$ cat src/rtl/sft_pkg.sv
package sft_pkg;

  // population count over a vector of up to eight slots
  function automatic int unsigned f_ones(input logic [7:0] v);
    int unsigned n;
    n = 0;
    for (int i = 0; i < 8; i++) n += int'(v[i]);
    return n;
  endfunction

  // true when v is 0, 1, 3, 7, 15, ... (a run of ones from bit 0)
  function automatic logic f_is_thermo(input logic [7:0] v);
    logic [8:0] full;
    full = (9'd1 << f_ones(v)) - 9'd1;
    return v == full[7:0];
  endfunction

  // byte lane addressed by a start pointer code
  function automatic int unsigned f_lane(input int unsigned code, input int unsigned step);
    return code * step;
  endfunction

  // first Dword of a start slot, given its pointer code
  function automatic int unsigned f_start_dw(input int unsigned code, input int unsigned step);
    return (code * step) / 4;
  endfunction

  typedef enum logic [1:0] {
    BEAT_CLEAN = 2'd0,
    BEAT_ENC   = 2'd1,
    BEAT_FRM   = 2'd2,
    BEAT_BOTH  = 2'd3
  } beat_status_e;

endpackage

$ cat src/rtl/sft_decode.sv
module sft_decode
  import sft_pkg::*;
#(
  parameter int SLOTS     = 4,
  parameter int PTR_W     = 2,
  parameter int OFF_W     = 5,
  parameter int LANE_W    = 7,
  parameter int LANE_STEP = 32
) (
  input  logic [SLOTS-1:0]                  sop_vec,
  input  logic [SLOTS-1:0][PTR_W-1:0]       sop_ptr,
  input  logic [SLOTS-1:0]                  eop_vec,
  input  logic [SLOTS-1:0]                  poison_vec,
  output logic [SLOTS-1:0][OFF_W-1:0]       sop_pos,
  output logic [SLOTS-1:0][LANE_W-1:0]      sop_lane,
  output logic                              enc_err
);

  logic              sop_thermo;
  logic              eop_thermo;
  logic [SLOTS-1:0]  ptr_low;
  logic [SLOTS-1:0]  ptr_order;
  logic              poison_orphan;

  assign sop_thermo    = f_is_thermo(8'(sop_vec));
  assign eop_thermo    = f_is_thermo(8'(eop_vec));
  assign poison_orphan = |(poison_vec & ~sop_vec);

  for (genvar k = 0; k < SLOTS; k++) begin : g_slot
    assign sop_pos[k]  = OFF_W'(f_start_dw(int'(sop_ptr[k]), LANE_STEP));
    assign sop_lane[k] = sop_vec[k] ? LANE_W'(f_lane(int'(sop_ptr[k]), LANE_STEP)) : '0;
    assign ptr_low[k]  = sop_vec[k] && (int'(sop_ptr[k]) < k);
    if (k == 0) begin : g_first
      assign ptr_order[k] = 1'b0;
    end else begin : g_rest
      assign ptr_order[k] = sop_vec[k] && sop_vec[k-1] && (sop_ptr[k] <= sop_ptr[k-1]);
    end
  end

  assign enc_err = !sop_thermo || !eop_thermo || (|ptr_low) || (|ptr_order) || poison_orphan;

endmodule

$ cat src/rtl/sft_frame.sv
module sft_frame
  import sft_pkg::*;
#(
  parameter int SLOTS = 4,
  parameter int OFF_W = 5
) (
  input  logic                         clk,
  input  logic                         rst_n,
  input  logic                         accept,
  input  logic [SLOTS-1:0]             sop_vec,
  input  logic [SLOTS-1:0]             eop_vec,
  input  logic [SLOTS-1:0][OFF_W-1:0]  sop_pos,
  input  logic [SLOTS-1:0][OFF_W-1:0]  eop_off,
  input  logic [SLOTS-1:0]             poison_vec,
  input  logic                         disc,
  input  logic                         enc_err_in,
  output logic                         frm_err,
  output logic                         disc_bad,
  output logic                         beat_err,
  output logic [SLOTS-1:0]             discard,
  output logic                         open_q
);

  localparam int IDX_W = (SLOTS > 1) ? $clog2(SLOTS) : 1;
  localparam int CW    = $clog2(SLOTS + 1);

  logic             carry;
  logic [IDX_W-1:0] m_idx;
  logic [IDX_W-1:0] p_idx;
  logic [SLOTS-1:0] pz;
  logic [CW-1:0]    nsop;
  logic [CW-1:0]    neop;
  logic             open_d;
  logic             poison_q;
  logic             poison_d;

  assign carry = open_q;
  assign nsop  = CW'(f_ones(8'(sop_vec)));
  assign neop  = CW'(f_ones(8'(eop_vec)));

  // pair every end with the packet it closes, and every start with the end before it
  always_comb begin
    frm_err = 1'b0;
    pz      = '0;
    m_idx   = '0;
    p_idx   = '0;
    for (int j = 0; j < SLOTS; j++) begin
      if (carry && j == 0) begin
        pz[j] = poison_q;
      end else begin
        m_idx = IDX_W'(j - int'(carry));
        pz[j] = poison_vec[m_idx];
        if (eop_vec[j] && !sop_vec[m_idx]) frm_err = 1'b1;
        if (eop_vec[j] && sop_vec[m_idx] && (eop_off[j] < sop_pos[m_idx])) frm_err = 1'b1;
      end
    end
    for (int s = 0; s < SLOTS; s++) begin
      if (sop_vec[s] && (s > 0 || carry)) begin
        p_idx = IDX_W'(s - 1 + int'(carry));
        if (!eop_vec[p_idx] || (eop_off[p_idx] >= sop_pos[s])) frm_err = 1'b1;
      end
    end
  end

  assign open_d   = (int'(nsop) + int'(carry)) > int'(neop);
  assign poison_d = !open_d ? 1'b0 :
                    (nsop != '0) ? poison_vec[IDX_W'(nsop - CW'(1))] : poison_q;
  assign disc_bad = disc && (!eop_vec[0] || (int'(nsop) > (carry ? 0 : 1)));
  assign beat_err = enc_err_in || frm_err || disc_bad;

  for (genvar j = 0; j < SLOTS; j++) begin : g_drop
    if (j == 0) begin : g_first
      assign discard[j] = eop_vec[j] && (beat_err || pz[j] || disc);
    end else begin : g_rest
      assign discard[j] = eop_vec[j] && (beat_err || pz[j]);
    end
  end

  always_ff @(posedge clk) begin
    if (!rst_n) begin
      open_q   <= 1'b0;
      poison_q <= 1'b0;
    end else if (accept) begin
      open_q   <= open_d;
      poison_q <= poison_d;
    end
  end

  AST_OPEN_HOLD: assert property (@(posedge clk) disable iff (!rst_n)
    !accept |=> $stable(open_q) && $stable(poison_q));

  AST_POISON_ONLY_OPEN: assert property (@(posedge clk) disable iff (!rst_n)
    !open_q |-> !poison_q);

  AST_STRAY_END: assert property (@(posedge clk) disable iff (!rst_n)
    accept && !open_q && (sop_vec == '0) && (eop_vec != '0) |-> frm_err);

endmodule

$ cat src/rtl/sft_count.sv
module sft_count
  import sft_pkg::*;
#(
  parameter int SLOTS = 4,
  parameter int CNT_W = 16
) (
  input  logic              clk,
  input  logic              rst_n,
  input  logic              upd,
  input  logic [SLOTS-1:0]  eop_vec,
  input  logic [SLOTS-1:0]  discard,
  output logic [CNT_W-1:0]  good,
  output logic [CNT_W-1:0]  drop
);

  logic [CNT_W-1:0] good_inc;
  logic [CNT_W-1:0] drop_inc;

  assign good_inc = CNT_W'(f_ones(8'(eop_vec & ~discard)));
  assign drop_inc = CNT_W'(f_ones(8'(discard)));

  always_ff @(posedge clk) begin
    if (!rst_n) begin
      good <= '0;
      drop <= '0;
    end else if (upd) begin
      good <= good + good_inc;
      drop <= drop + drop_inc;
    end
  end

  AST_CNT_IDLE: assert property (@(posedge clk) disable iff (!rst_n)
    !upd |=> $stable(good) && $stable(drop));

  AST_CNT_SUM: assert property (@(posedge clk) disable iff (!rst_n)
    upd |=> CNT_W'(good + drop) == CNT_W'($past(good) + $past(drop) + CNT_W'($past($countones(eop_vec)))));

endmodule

$ cat src/rtl/straddle_frame_tracker.sv
module straddle_frame_tracker
  import sft_pkg::*;
#(
  parameter int SLOTS     = 4,
  parameter int PTR_W     = 2,
  parameter int OFF_W     = 5,
  parameter int LANE_STEP = 32,
  parameter int CNT_W     = 16,
  localparam int LANE_W   = $clog2(SLOTS * LANE_STEP)
) (
  input  logic                      clk,
  input  logic                      rst_n,
  input  logic                      i_valid,
  input  logic                      i_ready,
  input  logic [SLOTS-1:0]          i_sop_vec,
  input  logic [SLOTS*PTR_W-1:0]    i_sop_ptr,
  input  logic [SLOTS-1:0]          i_eop_vec,
  input  logic [SLOTS*OFF_W-1:0]    i_eop_ptr,
  input  logic                      i_discontinue,
  input  logic [SLOTS-1:0]          i_poison,
  output logic                      o_valid,
  output logic [SLOTS-1:0]          o_sop_vld,
  output logic [SLOTS*LANE_W-1:0]   o_sop_lane,
  output logic [SLOTS-1:0]          o_eop_vld,
  output logic [SLOTS*OFF_W-1:0]    o_eop_dw,
  output logic [SLOTS-1:0]          o_discard,
  output logic                      o_enc_err,
  output logic                      o_frm_err,
  output logic                      o_err_sticky,
  output logic                      o_open,
  output logic [CNT_W-1:0]          o_good_cnt,
  output logic [CNT_W-1:0]          o_drop_cnt
);

  logic                             accept;
  logic [SLOTS-1:0][PTR_W-1:0]      sop_ptr_a;
  logic [SLOTS-1:0][OFF_W-1:0]      eop_off_a;
  logic [SLOTS-1:0][OFF_W-1:0]      eop_off_m;
  logic [SLOTS-1:0][OFF_W-1:0]      sop_pos;
  logic [SLOTS-1:0][LANE_W-1:0]     sop_lane;
  logic                             enc_raw;
  logic                             frm_err;
  logic                             disc_bad;
  logic                             beat_err;
  logic [SLOTS-1:0]                 discard;
  beat_status_e                     status;

  assign accept    = i_valid && i_ready;
  assign sop_ptr_a = i_sop_ptr;
  assign eop_off_a = i_eop_ptr;

  for (genvar k = 0; k < SLOTS; k++) begin : g_eop
    assign eop_off_m[k] = i_eop_vec[k] ? eop_off_a[k] : '0;
  end

  sft_decode #(
    .SLOTS(SLOTS), .PTR_W(PTR_W), .OFF_W(OFF_W), .LANE_W(LANE_W), .LANE_STEP(LANE_STEP)
  ) u_decode (
    .sop_vec    (i_sop_vec),
    .sop_ptr    (sop_ptr_a),
    .eop_vec    (i_eop_vec),
    .poison_vec (i_poison),
    .sop_pos    (sop_pos),
    .sop_lane   (sop_lane),
    .enc_err    (enc_raw)
  );

  sft_frame #(.SLOTS(SLOTS), .OFF_W(OFF_W)) u_frame (
    .clk        (clk),
    .rst_n      (rst_n),
    .accept     (accept),
    .sop_vec    (i_sop_vec),
    .eop_vec    (i_eop_vec),
    .sop_pos    (sop_pos),
    .eop_off    (eop_off_a),
    .poison_vec (i_poison),
    .disc       (i_discontinue),
    .enc_err_in (enc_raw),
    .frm_err    (frm_err),
    .disc_bad   (disc_bad),
    .beat_err   (beat_err),
    .discard    (discard),
    .open_q     (o_open)
  );

  sft_count #(.SLOTS(SLOTS), .CNT_W(CNT_W)) u_count (
    .clk     (clk),
    .rst_n   (rst_n),
    .upd     (accept),
    .eop_vec (i_eop_vec),
    .discard (discard),
    .good    (o_good_cnt),
    .drop    (o_drop_cnt)
  );

  assign status = beat_status_e'({frm_err, enc_raw || disc_bad});

  always_ff @(posedge clk) begin
    if (!rst_n) begin
      o_valid      <= 1'b0;
      o_sop_vld    <= '0;
      o_sop_lane   <= '0;
      o_eop_vld    <= '0;
      o_eop_dw     <= '0;
      o_discard    <= '0;
      o_enc_err    <= 1'b0;
      o_frm_err    <= 1'b0;
      o_err_sticky <= 1'b0;
    end else begin
      o_valid <= accept;
      if (accept) begin
        o_sop_vld    <= i_sop_vec;
        o_sop_lane   <= sop_lane;
        o_eop_vld    <= i_eop_vec;
        o_eop_dw     <= eop_off_m;
        o_discard    <= discard;
        o_enc_err    <= (status == BEAT_ENC) || (status == BEAT_BOTH);
        o_frm_err    <= (status == BEAT_FRM) || (status == BEAT_BOTH);
        o_err_sticky <= o_err_sticky || beat_err;
      end else begin
        o_sop_vld  <= '0;
        o_sop_lane <= '0;
        o_eop_vld  <= '0;
        o_eop_dw   <= '0;
        o_discard  <= '0;
        o_enc_err  <= 1'b0;
        o_frm_err  <= 1'b0;
      end
    end
  end

  AST_HOLD_STALLED: assert property (@(posedge clk) disable iff (!rst_n)
    i_valid && !i_ready |=> i_valid && $stable(i_sop_vec) && $stable(i_eop_vec) && $stable(i_sop_ptr) && $stable(i_eop_ptr));

  AST_IDLE_QUIET: assert property (@(posedge clk) disable iff (!rst_n)
    !o_valid |-> (o_sop_vld == '0) && (o_eop_vld == '0) && !o_enc_err && !o_frm_err);

  AST_SOP_RESERVED: assert property (@(posedge clk) disable iff (!rst_n)
    accept && !f_is_thermo(8'(i_sop_vec)) |=> o_enc_err);

  AST_EOP_RESERVED: assert property (@(posedge clk) disable iff (!rst_n)
    accept && !f_is_thermo(8'(i_eop_vec)) |=> o_enc_err);

  AST_DISC_MARK: assert property (@(posedge clk) disable iff (!rst_n)
    accept && i_discontinue && i_eop_vec[0] |=> o_discard[0]);

  AST_DISCARD_SUBSET: assert property (@(posedge clk) disable iff (!rst_n)
    (o_discard & ~o_eop_vld) == '0);

  AST_ERR_DROP_ALL: assert property (@(posedge clk) disable iff (!rst_n)
    o_valid && (o_enc_err || o_frm_err) |-> (o_discard == o_eop_vld));

  AST_STICKY_HOLD: assert property (@(posedge clk) disable iff (!rst_n)
    o_err_sticky |=> o_err_sticky);

endmodule

$ cat config.mk
export PLATFORM = sky130hd
export DESIGN_NAME = straddle_frame_tracker
export DESIGN_NICKNAME = d
export VERILOG_FILES = /design/src/rtl/sft_pkg.sv /design/src/rtl/sft_decode.sv /design/src/rtl/sft_frame.sv /design/src/rtl/sft_count.sv /design/src/rtl/straddle_frame_tracker.sv
export SDC_FILE = /design/constraint.sdc
export NUM_CORES = 1
export LEC_CHECK = 0
export BUFFER_PORTS_ARGS = -buffer_cell sky130_fd_sc_hd__clkbuf_2
export CORE_MARGIN = 3
export CORE_UTILIZATION = 53
export CTS_CLUSTER_DIAMETER = 40
export DETAILED_ROUTE_END_ITERATION = 6
export GPL_TIMING_DRIVEN = 1
export HOLD_SLACK_MARGIN = 0.08
export PLACE_DENSITY = 0.89
export SYNTH_ARGS = -nofsm -noshare
export SYNTH_HDL_FRONTEND = slang
export SYNTH_SLANG_ARGS = --single-unit
$ cat constraint.sdc
create_clock -name clk -period 8.69 [get_ports clk]
set_input_delay 1.738 -clock clk [delete_from_list [all_inputs] [get_ports clk]]
set_output_delay 1.738 -clock clk [all_outputs]
set_load 0.005 [all_outputs]
# Yosys cells after proc, flatten, opt, wreduce, memory -nomap -nowiden
# Cells that the tools add are included.
# totals
ff_bits	98
inputBits	45
out_inout_bits	97
elab_cells	222
# op_classes
add_sub_neg	29
n_lt_le_gt_ge	25
n_eq_ne	6
n_shift	2
n_mux	63
bitwise	4
reduce_logical	73
# op_table
operator	count
$add A16 B1 Y16	8
$add A32 B1 Y32	4
$bmux W5 S2	7
$shl A1 B32 Y8 const A	2
$mux W5	9
$mux W1	35
$add A16 B16 Y16	2
$gt A32 B4 Y1	1
$logic_and A1 B1 Y1	28
$bmux W1 S2	12
$lt A2 B3 Y1 const B	8
$reduce_and A3 Y1	8
$ge A5 B5 Y1	4
$logic_or A1 B1 Y1	20
$lt A5 B5 Y1	4
$eq A4 B8 Y1	2
$sub A8 B1 Y8 const B	2
$logic_not A1 Y1	11
$add A1 B1 Y2	4
$and A4 B8 Y8	1
$not A4 Y8	1
$le A2 B2 Y1	3
$reduce_or A3 Y1	2
$add A3 B1 Y4	1
other kinds (18)	23

# Logic depth before layout (Yosys ltp)
# depth
word_depth	37
ltp_mapped	25
ltp_nobuf	25

# Modules after synthesis
# From an unflattened synthesis, not the netlist that was laid out.
# unflattened
cells_unflattened	669
area_unflattened_um2	6316.1
# modules_own_cells
module	n_inst	cells_per_inst	area_per_inst_um2	seq_area_each_um2
sft_frame	1	218	1900.6	40.0
straddle_frame_tracker	1	134	1742.9	1281.2
sft_count	1	180	1721.7	640.6
sft_decode	1	137	950.9	0.0

# Worst setup path before layout
# Ideal clock, no wire load.
# synth_timing
path_kind	input to register
from	input i_sop_vec[2]
to	register u_count.drop[15]
setup_ns	0.115
t_arrival_ns	7.139
t_required_ns	8.575
slack_ns	1.437
stages	23
n_path_buf	1
cell_sequence	clkbuf_1 inv_1 fa_1 ha_1 inv_1 ha_1 nand2b_1 ha_1 or3b_1 o31a_1 nor4_2 nand4_1 nor4_2 nor2b_1 ha_1 fa_1 ha_1 a21o_1 a21oi_1 nor4_1 nand4_1 xnor2_1 and2_1
# synth_via
elab_cells_between_ends	79
classes_between	add/sub: 7; order compare: 1; eq/ne: 1; shift: 1; mux: 25; bitwise: 2; reduce/logical: 42
# synth_rtl
item	line	rtl
start, declared	straddle_frame_tracker.sv:15	input logic [SLOTS-1:0] i_sop_vec,
branches (longest 22 deep; another with $add A32 B1 Y32)	n/a	
$logic_or A1 B1 Y1 *	sft_frame.sv:69	assign beat_err = enc_err_in || frm_err || disc_bad;
$logic_or A1 B1 Y1 *	sft_frame.sv:75	assign discard[j] = eop_vec[j] && (beat_err || pz[j]);
$logic_and A1 B1 Y1 *	sft_frame.sv:75	
net discard[1]	straddle_frame_tracker.sv:45	logic [SLOTS-1:0] discard;
$add A1 B1 Y2 *	sft_pkg.sv:7	for (int i = 0; i < 8; i++) n += int'(v[i]);
$add A16 B1 Y16 * (2 in a row)	sft_pkg.sv:7	
$add A16 B16 Y16 *	sft_count.sv:28	drop <= drop + drop_inc;
end signal, assigned	sft_count.sv:28	
end, declared	sft_count.sv:13	output logic [CNT_W-1:0] drop
# Mark *: on every way through the listed nets, which the timed path passes. The select of a mux whose other input is x is not followed.
# A chain may end at the register's enable or synchronous reset.

# Final worst setup path
# layout_timing
from	input i_sop_vec[0]
to	register u_count.drop[15]
# layout_via
elab_cells_between_ends	77
classes_between	add/sub: 8; order compare: 1; eq/ne: 1; shift: 1; mux: 25; bitwise: 2; reduce/logical: 39
# layout_rtl
item	line
branches (longest 22 deep; another with $add A32 B1 Y32)	n/a
$logic_or A1 B1 Y1 *	sft_frame.sv:69
$logic_or A1 B1 Y1 *	sft_frame.sv:75
$logic_and A1 B1 Y1 *	sft_frame.sv:75
net discard[1]	straddle_frame_tracker.sv:45
$add A1 B1 Y2 *	sft_pkg.sv:7
$add A16 B1 Y16 * (2 in a row)	sft_pkg.sv:7
$add A16 B16 Y16 *	sft_count.sv:28
# Marks and branches as above.

==> out/summary.md <==
The run finished with clean final reports. The tools report the beginning of the worst register-to-register path as u_frame.open_q. The worst-case reg-to-reg path depth was 17.

The run gives 0 as the DRC violation count after routing. The critical path's slowest cell is nor4_1. At the end of the flow, the number of nets in the layout was 737. Based on the critical path, the design can be clocked at up to 130 MHz.

The number of antenna diodes was 0. The biggest area consumer among synthesized cells is dfxtp_1. In the post-synthesis netlist, the biggest area contributors are dfxtp_1 (32%), ha_1 (12%), and2_1 (4.0%). The max-slew violation total from the final report was 0. The post-synthesis register bit count works out to 78.

In this run the static leakage power is 2.76 nW. STA classifies the critical path endpoint as a flip-flop. Global-route wire length before repair: 19,300 um.

Counting buffers and inverters, the worst setup path is 23 cells deep. In this run, post-CTS hold repair placed 0 buffers. The proportion of total power due to net switching was 30.2%. In the layout the commonest cells are clkbuf_2 (121), dfxtp_1 (78), ha_1 (45). The detailed-route vias per instance was 5.72.

Among the stages of the critical path, the cell type that occurs most often is ha_1. For the weighted congestion reported at the end of routability-driven placement, the log shows 0.930. Setup total negative slack on the finished layout was measured at 0 ns.

For this run, the leading register cell type out of synthesis is dfxtp_1. The H-tree depth is 3. Global routing consumed, over all layers together, 23.5% of the routing resources. The most critical setup path has its startpoint at i_sop_vec[0]. The post-CTS repair timing setup buffer count is 0, and the standard-cell row count is 34.

For the wire length reported by the detailed router, the log shows 12,100 um. The logs give 0.36 ns for the insertion delay of the later-clocked pin in the worst-skew pair and 0.588 mW for the internal power. The worst slew margin relative to its limit was 50.1%. The clock passes through at most 2 buffers. The tools report the number of distinct standard cells referenced by the synthesized netlist as 71. The area after detailed placement was 0.00539 mm^2. During synthesis, Yosys emitted a total of 0 warnings.

The height of the die is 102 um. The run gives 4,012 as the number of global-route vias before repair. The number of nets with antenna violations after routing was 0; the average footprint of a synthesized cell was 9.19 um^2.

The combinational power share is 23.4%, and the number of top-level design ports is 142. Across the VDD grid, the largest voltage drop is 0.0683 mV. After routing the design area is 0.00558 mm^2. The worst register-to-register path ends at u_count.drop[15].

The kind of critical path is primary input to flip-flop. For the number of antenna violations at the first check in global routing, the log shows 0. Dividing total power by cell area gives a power density of 151 mW/mm^2. The final setup violation count was 0. Detailed placement finished with a half-perimeter wire length of 9360 um. The cell family contributing the most delay on the critical path is adder cells. The total die area came out at 0.0103 mm^2. The type of the worst min-delay path was flip-flop to flip-flop. In the synthesized netlist the async set-or-reset flop fraction comes to 0%.

Per report_power, the sequential group accounts for 43.9% of the total. The logs give 0 for the post-cts gate resize count and 55.1% for the starting utilization of the core area. The library cell used most frequently in the layout, excluding fill and tap cells, is clkbuf_2.

For the pin with the worst max-slew slack, the measured transition is 0.741 ns. Global-route congestion overflow total: 0. Yosys mapped a number of flops with a built-in enable equal to 0. From left edge to right edge, the die measures 102 um. In this run the cell area of the synthesized design comes to 0.00485 mm^2. After filler insertion, the fill cell instance count of the layout stands at 688. The required time of the critical path came out at 8.95 ns. Of the post-synthesis cell area, the dominant cell type holds 32.2%. The switching power summed over all nets is 0.255 mW. The tools report the endpoint of the worst setup timing path as u_count.drop[15].

The clock network burns 32.7% of the power. STA classifies the critical path startpoint as a primary input. The run gives 528 as the synthesized netlist cell count. Traced cell by cell, the critical path runs through clkbuf_2, ha_1, inv_1, fa_1, ha_1, inv_1, ha_1, nand2b_1, ha_1, mux2_2, o41ai_1, nand4_1, nor4_2, nor2b_1, ha_1, fa_1, ha_1, a21o_1, a21oi_1, nor4_1, nand4_1, xnor2_1, and2_1.

The critical path arrival was 7.95 ns. Setup repair after global routing left no endpoint under its margin. For the number of violations reported at the end of detailed-routing iteration 0, the log shows 331. Average routed wire per standard cell: 16.2 um.

After floorplanning, the core was sized to cover 0.00881 mm^2. The max-cap violation count came out at 0. The smallest clock period supported by the final layout is computed as 7.69 ns. The clock drives 78 sinks. The post-route netlist has 24.9% of its cells at a drive strength greater than 1. The run gives 32.2% as the sequential share of the synthesized area. The final count of hold timing violations was 0; the count of input and output buffers was 121.

Clock-pin slew was measured on the worst setup and hold paths at 0.09 ns. Entering global routing, the biggest net connects 37 pins. The number of clock buffers inserted by TritonCTS was 9; the critical path's largest stage delay was 0.64 ns.

The buffer and inverter count on the worst path came out at 3. TritonCTS built the clock tree. The number of iterations in the first detailed-routing pass was 5; the reg-to-reg setup timing slack was 2.75 ns.

The worst path uses 88.5% of the clock period. The area growth from synthesis to layout was 15.0%; the clock tree skew after final layout was 0.0162 ns. The root buffer cell chosen for the clock tree is clkbuf_8. The final route contains 4,296 vias. In this run the worst path has a maximum fanout of 10.
[how the worst min path moves through the flow]
stage | start | end | slack, ns | depth (start not counted)
6_report | o_err_sticky | o_err_sticky | 0.49 | 2
5_1_grt | o_err_sticky | o_err_sticky | 0.51 | 2
4_1_cts | o_err_sticky | o_err_sticky | 0.49 | 2
3_5_place_dp | o_err_sticky | o_err_sticky | 0.48 | 2
3_3_place_gp | o_err_sticky | o_err_sticky | 0.45 | 2
2_1_floorplan | o_err_sticky | o_err_sticky | 0.45 | 2
[worst min-delay path: stages, from the launching register on]
cell and delay, ns:
dfxtp_1 0.33, nand2_1 0.06, o21ai_1 0.06
[synthesized netlist by cell type (all sizes together) (2+ instances only)]
library cell   n
o221ai         2
nand3         11
nand4         11
a211oi         4
nor3          18
inv           40
nand2b         8
nor4           9
o2111ai        2
buf           28
nor2          26
a21oi          8
xor2           7
and3          25
a2111oi        3
mux2i         15
nor4b          2
nor2b         15
a21o           3
xnor2         22
dfxtp         78
clkbuf        13
nand2         31
and2          31
o211ai         2
a21boi         6
o21ai         11
and4           3
mux2          10
o211a          2
a31oi          2
fa             8
or3            2
ha            45
[through the flow]
stage	power, mW	util [%]	setup WS [ns]	hold WS [ns]	cells
final	0.843	63.4	0.999	0.489	751
after global routing	0.883	63.4	0.537	0.511	751
after CTS	0.839	63.4	1.04	0.493	751
after detailed placement	0.570	61.2	0.668	0.483	736
after global placement	0.560	61.2	0.995	0.450	736
after floorplan	0.523	-	1.44	0.446	547
[metal layers]
layer	share of wire, %	global-route usage (%)	vias to the layer above
met5	0	0	-
met4	1.9	8.38	0
met3	8.7	5.79	29
met2	46	36.9	208
met1	43	31.5	2040
li1	-	-	2019
[flip-flops by register name (all words and copies together), names as in the netlist, 4 cells and up]
signal,count
o_discard,4
o_eop_dw,20
o_eop_vld,4
o_sop_lane,8
o_sop_vld,4
u_count.drop,16
u_count.good,16
[logic make-up (layout without fill, tap and decap cells)]
group / after synthesis / after routing / share of synthesized area, %
buffers and inverters: 81 / 177 / 9.02
other: 1 / 20 / 0.0772
flip-flops: 78 / 78 / 32.2
AO/OA/AOI/OAI: 59 / 59 / 8.76
AND/OR/NAND/NOR: 201 / 201 / 23.9
adder cells (fa/ha/maj): 53 / 53 / 14.9
multiplexers: 26 / 26 / 5.95
XOR/XNOR: 29 / 29 / 5.23
[layout make-up]
| cell class | instances | area (um^2) | area share [%] |
|---|---|---|---|
| inverter | 40 | 150 | 2.69 |
| clock inverter | 5 | 57.6 | 1.03 |
| multi-input combinational | 388 | 2930 | 52.4 |
| tap | 108 | 135 | 2.42 |
| sequential | 78 | 1560 | 28.0 |
| clock buffer | 10 | 138 | 2.47 |
| timing repair buffer | 122 | 613 | 11.0 |
[power groups by stage]
stage	sequential (mW)	combinational [mW]	clock [mW]
6_report	0.370	0.197	0.276
5_1_grt	0.371	0.219	0.293
4_1_cts	0.370	0.194	0.275
3_5_place_dp	0.378	0.192	0
3_3_place_gp	0.378	0.182	0
2_1_floorplan	0.376	0.147	0
Power figures use the tool's default switching activity.
